--- config.mk ---
export PLATFORM = sky130hd
export DESIGN_NAME = trace_pkt_slicer
export DESIGN_NICKNAME = d
export VERILOG_FILES = /design/src/rtl/trace_pkt_pkg.sv /design/src/rtl/tps_hdr_builder.sv /design/src/rtl/tps_packer.sv /design/src/rtl/tps_slice_engine.sv /design/src/rtl/trace_pkt_slicer.sv
export SDC_FILE = /design/constraint.sdc
export NUM_CORES = 1
export LEC_CHECK = 0
export BUFFER_PORTS_ARGS = -buffer_cell sky130_fd_sc_hd__clkbuf_2
export CAP_MARGIN = 10
export CORE_UTILIZATION = 25
export DETAILED_ROUTE_END_ITERATION = 10
export GPL_ROUTABILITY_DRIVEN = 0
export SLEW_MARGIN = 5
export SYNTH_ARGS = -nofsm -noshare
export SYNTH_HDL_FRONTEND = slang
export SYNTH_SLANG_ARGS = --single-unit
--- constraint.sdc ---
create_clock -name clk -period 1.6 [get_ports clk]
set_input_delay 0.24 -clock clk [delete_from_list [all_inputs] [get_ports clk]]
set_output_delay 0.24 -clock clk [all_outputs]
set_load 0.005 [all_outputs]
--- src/rtl/trace_pkt_pkg.sv ---
package trace_pkt_pkg;
   localparam int PAY_BYTES = 31;
   localparam int PAY_W     = PAY_BYTES * 8;

   typedef struct packed {
      logic       ext;
      logic [1:0] flow;
      logic [4:0] len;
   } encap_hdr_t;
endpackage

--- src/rtl/tps_hdr_builder.sv ---
module tps_hdr_builder
   import trace_pkt_pkg::*;
#(
   parameter int TS_BYTES = 8
) (
   input  logic [4:0]  len,
   input  logic [1:0]  flow,
   input  logic        ts_en,
   output encap_hdr_t  hdr
);
   logic ext_bit;

   if (TS_BYTES == 0) begin : g_no_ts
      assign ext_bit = 1'b0;
   end else begin : g_ts
      assign ext_bit = ts_en;
   end

   assign hdr = '{ext: ext_bit, flow: flow, len: len};
endmodule

--- src/rtl/tps_packer.sv ---
module tps_packer
   import trace_pkt_pkg::*;
#(
   parameter int TS_BYTES = 8,
   parameter int BUF_W    = 320,
   parameter int CNT_W    = 6,
   localparam int TS_W    = (TS_BYTES > 0) ? TS_BYTES * 8 : 8
) (
   input  encap_hdr_t         hdr,
   input  logic [PAY_W-1:0]   payload,
   input  logic [TS_W-1:0]    ts,
   output logic [BUF_W-1:0]   pkt_bits,
   output logic [CNT_W-1:0]   pkt_bytes
);
   logic [PAY_W-1:0] pay_m;

   for (genvar b = 0; b < PAY_BYTES; b++) begin : g_mask
      assign pay_m[b*8 +: 8] = (hdr.len > 5'(b)) ? payload[b*8 +: 8] : 8'h00;
   end

   if (TS_BYTES == 0) begin : g_plain
      always_comb begin
         pkt_bits          = '0;
         pkt_bits[7:0]     = hdr;
         pkt_bits[8 +: PAY_W] = pay_m;
      end
      assign pkt_bytes = CNT_W'(1) + CNT_W'(hdr.len);
   end else begin : g_stamped
      always_comb begin
         pkt_bits      = '0;
         pkt_bits[7:0] = hdr;
         if (hdr.ext) begin
            pkt_bits[8 +: TS_W]         = ts;
            pkt_bits[8 + TS_W +: PAY_W] = pay_m;
         end else begin
            pkt_bits[8 +: PAY_W] = pay_m;
         end
      end
      assign pkt_bytes = CNT_W'(1) + (hdr.ext ? CNT_W'(TS_BYTES) : CNT_W'(0))
                       + CNT_W'(hdr.len);
   end
endmodule

--- src/rtl/tps_slice_engine.sv ---
module tps_slice_engine #(
   parameter int SLICE_BYTES = 4,
   parameter int BUF_W       = 320,
   parameter int CNT_W       = 6,
   localparam int SLICE_W    = SLICE_BYTES * 8,
   localparam int NB_W       = (SLICE_BYTES > 1) ? $clog2(SLICE_BYTES) : 1
) (
   input  logic               clk,
   input  logic               rst_n,
   input  logic               load,
   input  logic [BUF_W-1:0]   load_bits,
   input  logic [CNT_W-1:0]   load_bytes,
   input  logic               fifo_full,
   output logic               busy,
   output logic               out_wr,
   output logic [SLICE_W-1:0] out_data,
   output logic [NB_W-1:0]    out_nbytes_m1
);
   logic [BUF_W-1:0] sh_q;
   logic [CNT_W-1:0] rem_q;
   logic [CNT_W-1:0] cur_bytes;
   logic             last_slice;

   assign last_slice = rem_q <= CNT_W'(SLICE_BYTES);
   assign cur_bytes  = last_slice ? rem_q : CNT_W'(SLICE_BYTES);
   assign out_wr     = busy && !fifo_full;
   assign out_data   = sh_q[SLICE_W-1:0];
   assign out_nbytes_m1 = NB_W'(cur_bytes - CNT_W'(1));

   always_ff @(posedge clk or negedge rst_n) begin
      if (!rst_n) begin
         busy  <= 1'b0;
         rem_q <= '0;
         sh_q  <= '0;
      end else if (load) begin
         busy  <= 1'b1;
         rem_q <= load_bytes;
         sh_q  <= load_bits;
      end else if (out_wr) begin
         sh_q  <= sh_q >> SLICE_W;
         rem_q <= last_slice ? '0 : rem_q - CNT_W'(SLICE_BYTES);
         if (last_slice) busy <= 1'b0;
      end
   end
endmodule

--- src/rtl/trace_pkt_slicer.sv ---
module trace_pkt_slicer
   import trace_pkt_pkg::*;
#(
   parameter int SLICE_BYTES = 4,
   parameter int TS_BYTES    = 8,
   localparam int TS_W       = (TS_BYTES > 0) ? TS_BYTES * 8 : 8,
   localparam int SLICE_W    = SLICE_BYTES * 8,
   localparam int NB_W       = (SLICE_BYTES > 1) ? $clog2(SLICE_BYTES) : 1
) (
   input  logic               clk,
   input  logic               rst_n,
   input  logic               in_valid,
   output logic               in_ready,
   input  logic [PAY_W-1:0]   in_payload,
   input  logic [4:0]         in_len,
   input  logic [TS_W-1:0]    in_ts,
   input  logic               in_ts_en,
   input  logic [1:0]         cfg_flow,
   output logic               out_wr,
   output logic [SLICE_W-1:0] out_data,
   output logic [NB_W-1:0]    out_nbytes_m1,
   input  logic               fifo_full
);
   localparam int PKT_MAX    = 1 + TS_BYTES + PAY_BYTES;
   localparam int SLICES_MAX = (PKT_MAX + SLICE_BYTES - 1) / SLICE_BYTES;
   localparam int BUF_W      = SLICES_MAX * SLICE_W;
   localparam int CNT_W      = $clog2(PKT_MAX + 1);

   if (SLICE_BYTES < 1 || SLICE_BYTES > 16 || (SLICE_BYTES & (SLICE_BYTES - 1)) != 0) begin : g_bad_slice
      $error("SLICE_BYTES must be a power of two from 1 to 16");
   end
   if (TS_BYTES < 0 || TS_BYTES > 8) begin : g_bad_ts
      $error("TS_BYTES must lie in 0..8");
   end

   encap_hdr_t       hdr;
   logic [BUF_W-1:0] pkt_bits;
   logic [CNT_W-1:0] pkt_bytes;
   logic             busy;
   logic             load;

   tps_hdr_builder #(.TS_BYTES(TS_BYTES)) u_hdr (
      .len   (in_len),
      .flow  (cfg_flow),
      .ts_en (in_ts_en),
      .hdr   (hdr)
   );

   tps_packer #(.TS_BYTES(TS_BYTES), .BUF_W(BUF_W), .CNT_W(CNT_W)) u_pack (
      .hdr       (hdr),
      .payload   (in_payload),
      .ts        (in_ts),
      .pkt_bits  (pkt_bits),
      .pkt_bytes (pkt_bytes)
   );

   assign in_ready = !busy;
   assign load     = in_valid && in_ready && (in_len != 5'd0);

   tps_slice_engine #(.SLICE_BYTES(SLICE_BYTES), .BUF_W(BUF_W), .CNT_W(CNT_W)) u_eng (
      .clk           (clk),
      .rst_n         (rst_n),
      .load          (load),
      .load_bits     (pkt_bits),
      .load_bytes    (pkt_bytes),
      .fifo_full     (fifo_full),
      .busy          (busy),
      .out_wr        (out_wr),
      .out_data      (out_data),
      .out_nbytes_m1 (out_nbytes_m1)
   );
endmodule

* Yosys cells after proc, flatten, opt, wreduce, memory -nomap -nowiden
Cells that the tools add are included.
** Word-level totals
- Word-level logic and storage cells :: 91
- Bits in registers :: 327
- Bits of input ports :: 324
** Cells by class
- Multiplexer cells :: 43
- Reduce and logical (&&, ||, !) cells :: 9
- $lt $le $gt $ge :: 32
- Add/sub/neg operators :: 4
** Operator list (number)
- $mux W320 :: 2
- $mux W248 :: 1
- $mux W8 :: 31
- $gt A5 B5 Y1 const B :: 15
- $mux W64 :: 1
- $gt A5 B4 Y1 const B :: 8
- $gt A5 B3 Y1 const B :: 4
- $mux W6 :: 3
- $gt A5 B1 Y1 const B :: 2
- $gt A5 B2 Y1 const B :: 2
- $add A1 B6 Y6 const A :: 1
- $add A6 B5 Y6 :: 1
- $le A6 B3 Y1 const B :: 1
- $sub A6 B3 Y6 const B :: 1
- $reduce_bool A5 Y1 :: 1
- $mux W4 :: 1
- $reduce_bool A2 Y1 :: 2
- $logic_and A1 B1 Y1 :: 3
- $mux W1 :: 3
- $logic_not A1 Y1 :: 2
- $mux W2 :: 1
- $reduce_and A2 Y1 :: 1
- $sub A2 B1 Y2 const B :: 1

* Depth between registers and ports, before layout
- Depth in word-level cells :: 5
- Mapped depth :: 11
- Depth with buffers taken out :: 6

* Cells and area by module
Synthesis repeated with hierarchy kept, for this count alone.
** Second synthesis, totals
- Cells, all modules :: 2160
- Area, all modules :: 19602.6 µm²
** By module, submodules not included
- tps_slice_engine :: seq. area each 8182.8 µm², cells each 1464, area each 14956.8 µm², instances 1
- tps_packer :: seq. area each 0.0 µm², cells each 685, area each 4565.6 µm², instances 1
- tps_hdr_builder :: seq. area each 0.0 µm², cells each 8, area each 60.1 µm², instances 1
- trace_pkt_slicer :: seq. area each 0.0 µm², cells each 3, area each 20.0 µm², instances 1

* Worst setup path after synthesis
OpenSTA, ideal clock, no wires.
- Path kind :: in2reg
- From :: in in_len[0]
- To :: reg u_eng.sh_q[286]
- Arrival time :: 2001 ps
- Stages :: 9
- Buffers on the path :: 3
- Slack :: -484 ps
- Cell sequence :: buf_4 > buf_2 > inv_1 > ha_1 > nor4b_2 > buf_2 > nor4_1 > nand2_1 > o21ai_0
** On the way
- Cells in the longest elaborated chain, start to end :: 4
- Elaborated cells on any way between the ends :: 7
- Those cells by class :: order compare (1); mux (3); reduce/logical (3)
** RTL lines
- start, declared :: RTL line trace_pkt_slicer.sv:15 : input logic [4:0] in_len,
- $gt A5 B5 Y1 :: RTL line tps_packer.sv:18 : assign pay_m[b*8 +: 8] = (hdr.len > 5'(b)) ? payload[b*8 +: 8] : 8'h00;
- $mux W8 :: RTL line tps_packer.sv:18
- $mux W64 :: RTL line tps_packer.sv:32 : if (hdr.ext) begin
- $mux W320 :: RTL line tps_slice_engine.sv:35 : end else if (load) begin
- end signal, assigned :: RTL line tps_slice_engine.sv:38 : sh_q <= load_bits;
- end signal, assigned :: RTL line tps_slice_engine.sv:40 : sh_q <= sh_q >> SLICE_W;
- end, declared :: RTL line tps_slice_engine.sv:19 : logic [BUF_W-1:0] sh_q;
Parallel ways exist; a longest one is shown, timed or not.
A chain may end at the register's enable or synchronous reset.

* Worst setup path after layout
- From :: reg u_eng.busy
- To :: reg u_eng.sh_q[106]
** On the way
- Cells in the longest elaborated chain, start to end :: 4
- Elaborated cells on any way between the ends :: 6
- Those cells by class :: mux (1); reduce/logical (5)
** RTL lines
- start, declared :: RTL line tps_slice_engine.sv:14 : output logic busy,
- start signal, assigned :: RTL line tps_slice_engine.sv:32 : busy <= 1'b0;
- start signal, assigned :: RTL line tps_slice_engine.sv:36 : busy <= 1'b1;
- start signal, assigned :: RTL line tps_slice_engine.sv:42 : if (last_slice) busy <= 1'b0;
- $logic_not A1 Y1 :: RTL line trace_pkt_slicer.sv:57 : assign in_ready = !busy;
- $logic_and A1 B1 Y1 (2 in a row) :: RTL line trace_pkt_slicer.sv:58 : assign load = in_valid && in_ready && (in_len != 5'd0);
- $mux W320 or $reduce_bool A2 Y1 (tied branches)
Parallel ways exist; a longest one is shown, timed or not.

==> key figures <==
Drt
  – DRT met1 WL: 40.4 mm
  – 1st-pass router iterations: 5
  – Routed WL: between 90 and 100 mm
  – Antenna viol nets, final: 0
  – Initial DRC Count: 2495
  – Vias: 22200
  – Drt via density: 5.70
  – Highest routed layer: met5
  – WL per Instance: 25.5 um
  – # DRC: 0
  – Met2 wire length: roughly 44 mm
  – Met3 Routed Length: about 8.7 mm

Timing
  – Final cycle utilization of the critical path: 126%
  – Min Tclk post-route: slightly above 2000 ps
  – Max-slew headroom: 28.6%
  – Fin Setup TNS: -82780 ps
  – Max Slew Vio Count: 0
  – Fin. Hold Viols: 0
  – Worst setup margin: -423 ps
  – Final setup vio count: 331
  – Unrepaired setup endpoints after global routing: yes
  – Clock Skew: 28.6 ps
  – Actual slew at the worst max-slew pin: 1070 ps
  – Fmax: 494 MHz

Cells and area
  – Number of fill cells in the layout: 6118
  – Nets: 3262
  – Util after Layout: 47.6%
  – Area grow syn2layout: 88.0%
  – Fin area: 33400 sq um
  – Layout cells sized above 1: 46.7%
  – Finished Layout Cells: 3905

Critical path
  – CP arrival: approximately 2500 ps
  – Crit-path cells: or3b_4 -> buf_6 -> nor2_4 -> buf_12 -> buf_8 -> buf_16 -> nand3_4 -> a31oi_1
  – Crit-path max cell delay: 410 ps
  – Worst setup path category: flop to flop
  – Cell family with most CP delay: simple AND/OR/NAND/NOR gates
  – Critical Path RT: 2080 ps
  – Worst Path Buf+Inv: 4
  – CP endpoint kind: flop
  – Crit path max fanout: 5
  – Worst reg-to-reg setup slack: -420 ps
  – Slowest-stage cell, CP: or3b_4
  – CP Launch Type: flop

Pwr
  – Maximum VDD drop: 685 uV
  – Final Power: around 47 mW
  – Leak: ~14 nW
  – PD cells: 1410 nW/um^2

Job
  – Max Cap Viol: 0

Global routing
  – First-pass GRT wire length: 134 mm
  – Vias in the first global route: 20900
  – GR Overflow Total: 0
  – Initial antenna violation count: 17
  – Largest net degree at the start of global routing: 72
  – All-Layer GR Usage: approximately a quarter

Synth
  – Adder-cell share of the synthesized area: 0.493%
  – Avg Cell Area, Syn: about 8.6 sq um
  – Top_reg_cell synth: dfrtp_1
  – Post-synth EDFFs: 0
  – Synth Register Bits: 327
  – Multiplexer area fraction after synthesis: 1.63%
  – Unique masters post-synth: 64
  – Syn Inst Count: 2071
  – Async set or reset register ratio after synthesis: 100%
  – YS warnings: 0
  – Main combinational cell family by area after synthesis: compound AO/OA/AOI/OAI gates
  – Mapped Area: 17800 sq um
  – Post-Synth XOR/XNOR Area: 0.197%
  – Post-synthesis sequential area ratio: between 40% and 50%
  – Post-synthesis simple-gate area fraction: 19.9%
  – Compound-cell area share of the yosys netlist: 25.4%
  – Post-Syn Nets: 2402

Floorplanning
  – Area of the core: roughly 70000 sq um
  – Site row count: 97
  – Top-Level Pins: 360
  – Die height: ~270 um
  – Die Footprint: 72200 sq um
  – Starting Density: between 20 and 30%
  – Die width: 269 um

Outcome
  – Failing checks: setup timing
  – Status: finished, violations left

CTS
  – CTS H-tree depth: 2
  – CTS tree: built
  – Total CTS buffers: 39
  – Clk_lat worst skew: 570 ps
  – Clk root buf: clkbuf_16
  – CTS Sinks: between 300 and 400
  – Clock slew at reported path FFs: 60 ps
  – Bufs on Longest Clock Path: 3

Place
  – Port bufs: 359
  – Placed cell area: around 22000 sq um
  – Post-DP HPWL: approximately 60 mm
  – Placed cells: 3381

Worst hold path
  – Hold crit path type: primary input to flop
layout by cell type, fill, tap and decap left out, drive strengths merged, types with 5 or more instances in the layout:
cell type,Yosys,routed
clkbuf,122,439
buf,105,395
dfrtp,327,327
dlygate4sd3,0,268
nor2,222,222
nand3,221,221
nand2,192,192
a31oi,185,185
o21ai,149,149
a21oi,90,90
o22ai,54,54
and3,50,50
o2bb2ai,32,32
a22o,31,31
o211ai,29,29
mux2i,29,29
nor3,28,28
a211oi,27,27
o2111ai,26,26
inv,15,17
a221oi,16,16
a22oi,12,12
nor2b,11,11
diode,0,8
a32oi,8,8
and4,8,8
o22a,7,7
nand2b,6,7
ha,7,7
o21a,6,6
and2,5,5
o211a,5,5
worst reg2reg max path: stages (launching register included):
cell and delay, ps:
dfrtp_1 400, or3b_4 410, buf_6 140, nor2_4 130
buf_12 160, buf_8 140, buf_16 140, nand3_4 140
a31oi_1 260
cells by family (layout without fill, tap and decap cells):
logic type	Yosys count	after routing
AND/OR/NAND/NOR	768	769
AO/OA/AOI/OAI	694	694
XOR/XNOR	4	4
other	0	8
adder cells (fa/ha/maj)	7	7
buffers and inverters	242	1127
flip-flops	327	327
multiplexers	29	29
where the power goes:
part           internal, mW  leakage [nW]  switching, mW
clock network          5.06         0.594           3.83
logic                  12.0          9.29           11.1
registers              11.8          3.95           3.24
total                  28.9          13.8           18.2
repair_timing:
| action | 4_1_cts | 5_1_grt |
|---|---|---|
| resized for setup | 521 | 534 |
| hold endpoints to repair | 587 | 0 |
| buffers inserted | 82 | 49 |
| hold buffers | 268 | 0 |
| gates cloned | 66 | 28 |
| pin swaps | 245 | 251 |
| setup endpoints to repair | 320 | 331 |
flip-flops by register name, indices dropped and copies added, names as in the netlist:
name and count:
u_eng.busy 1, u_eng.rem_q 6, u_eng.sh_q 320
synthesized netlist by cell type, types with 11 or more instances:
cell type  count  area share, %
nor2_1       220            4.6
o21ai_0      145            4.1
o211ai_1      29            1.2
o2111ai_1     26            1.3
a21oi_1       90            2.5
a22o_1        31            1.5
mux2i_1       29            1.6
nor3_1        26           0.73
dfrtp_1      327             46
nand2_1      192            4.1
o2bb2ai_1     32            1.6
buf_2         54            1.5
o22ai_1       54            1.9
clkbuf_1     122            2.6
a211oi_1      26            1.1
buf_1         14           0.30
nand3_1      221            6.2
buf_4         37            1.6
a22oi_1       12           0.51
inv_1         14           0.30
a31oi_1      185            6.5
nor2b_1       11           0.39
a221oi_1      16           0.79
and3_1        50            1.8
per-layer routing:
layer  vias up  global-route usage [%]
li1       9473                       -
met1     10800                    33.8
met2      1501                    37.2
met3       472                    5.19
met4        20                    11.4
met5         -                       0
final timing paths:
check / from / to / depth (start not counted)
max: u_eng.busy$_DFFE_PN0P_ / u_eng.sh_q[106]$_DFFE_PN0P_ / 8
min: cfg_flow[0] / u_eng.sh_q[5]$_DFFE_PN0P_ / 3
max reg2reg: u_eng.busy$_DFFE_PN0P_ / u_eng.sh_q[106]$_DFFE_PN0P_ / 8
min reg2reg: u_eng.sh_q[5]$_DFFE_PN0P_ / u_eng.sh_q[5]$_DFFE_PN0P_ / 2
max in group asynchronous: rst_n / u_eng.sh_q[23]$_DFFE_PN0P_ / 3
min in group asynchronous: rst_n / u_eng.sh_q[316]$_DFFE_PN0P_ / 2
through the flow:
step	setup WS, ps	hold slack [ps]
2_1_floorplan	-200	-55.6
3_3_place_gp	-534	126
3_5_place_dp	-530	123
4_1_cts	-410	2.14
5_1_grt	-484	2.37
6_report	-423	6.91
cell type report:
class,count,area [sq um],share of cell area [%]
Multi-Input combinational cell,1503,11800,35.5
Clock inverter,8,93.8,0.281
Clock buffer,59,1130,3.39
Timing Repair Buffer,1045,10900,32.5
Sequential cell,327,8180,24.5
Antenna cell,8,20.0,0.0599
Tap cell,940,1180,3.52
Inverter,15,76.3,0.228
(Power assumes the default switching activity.)
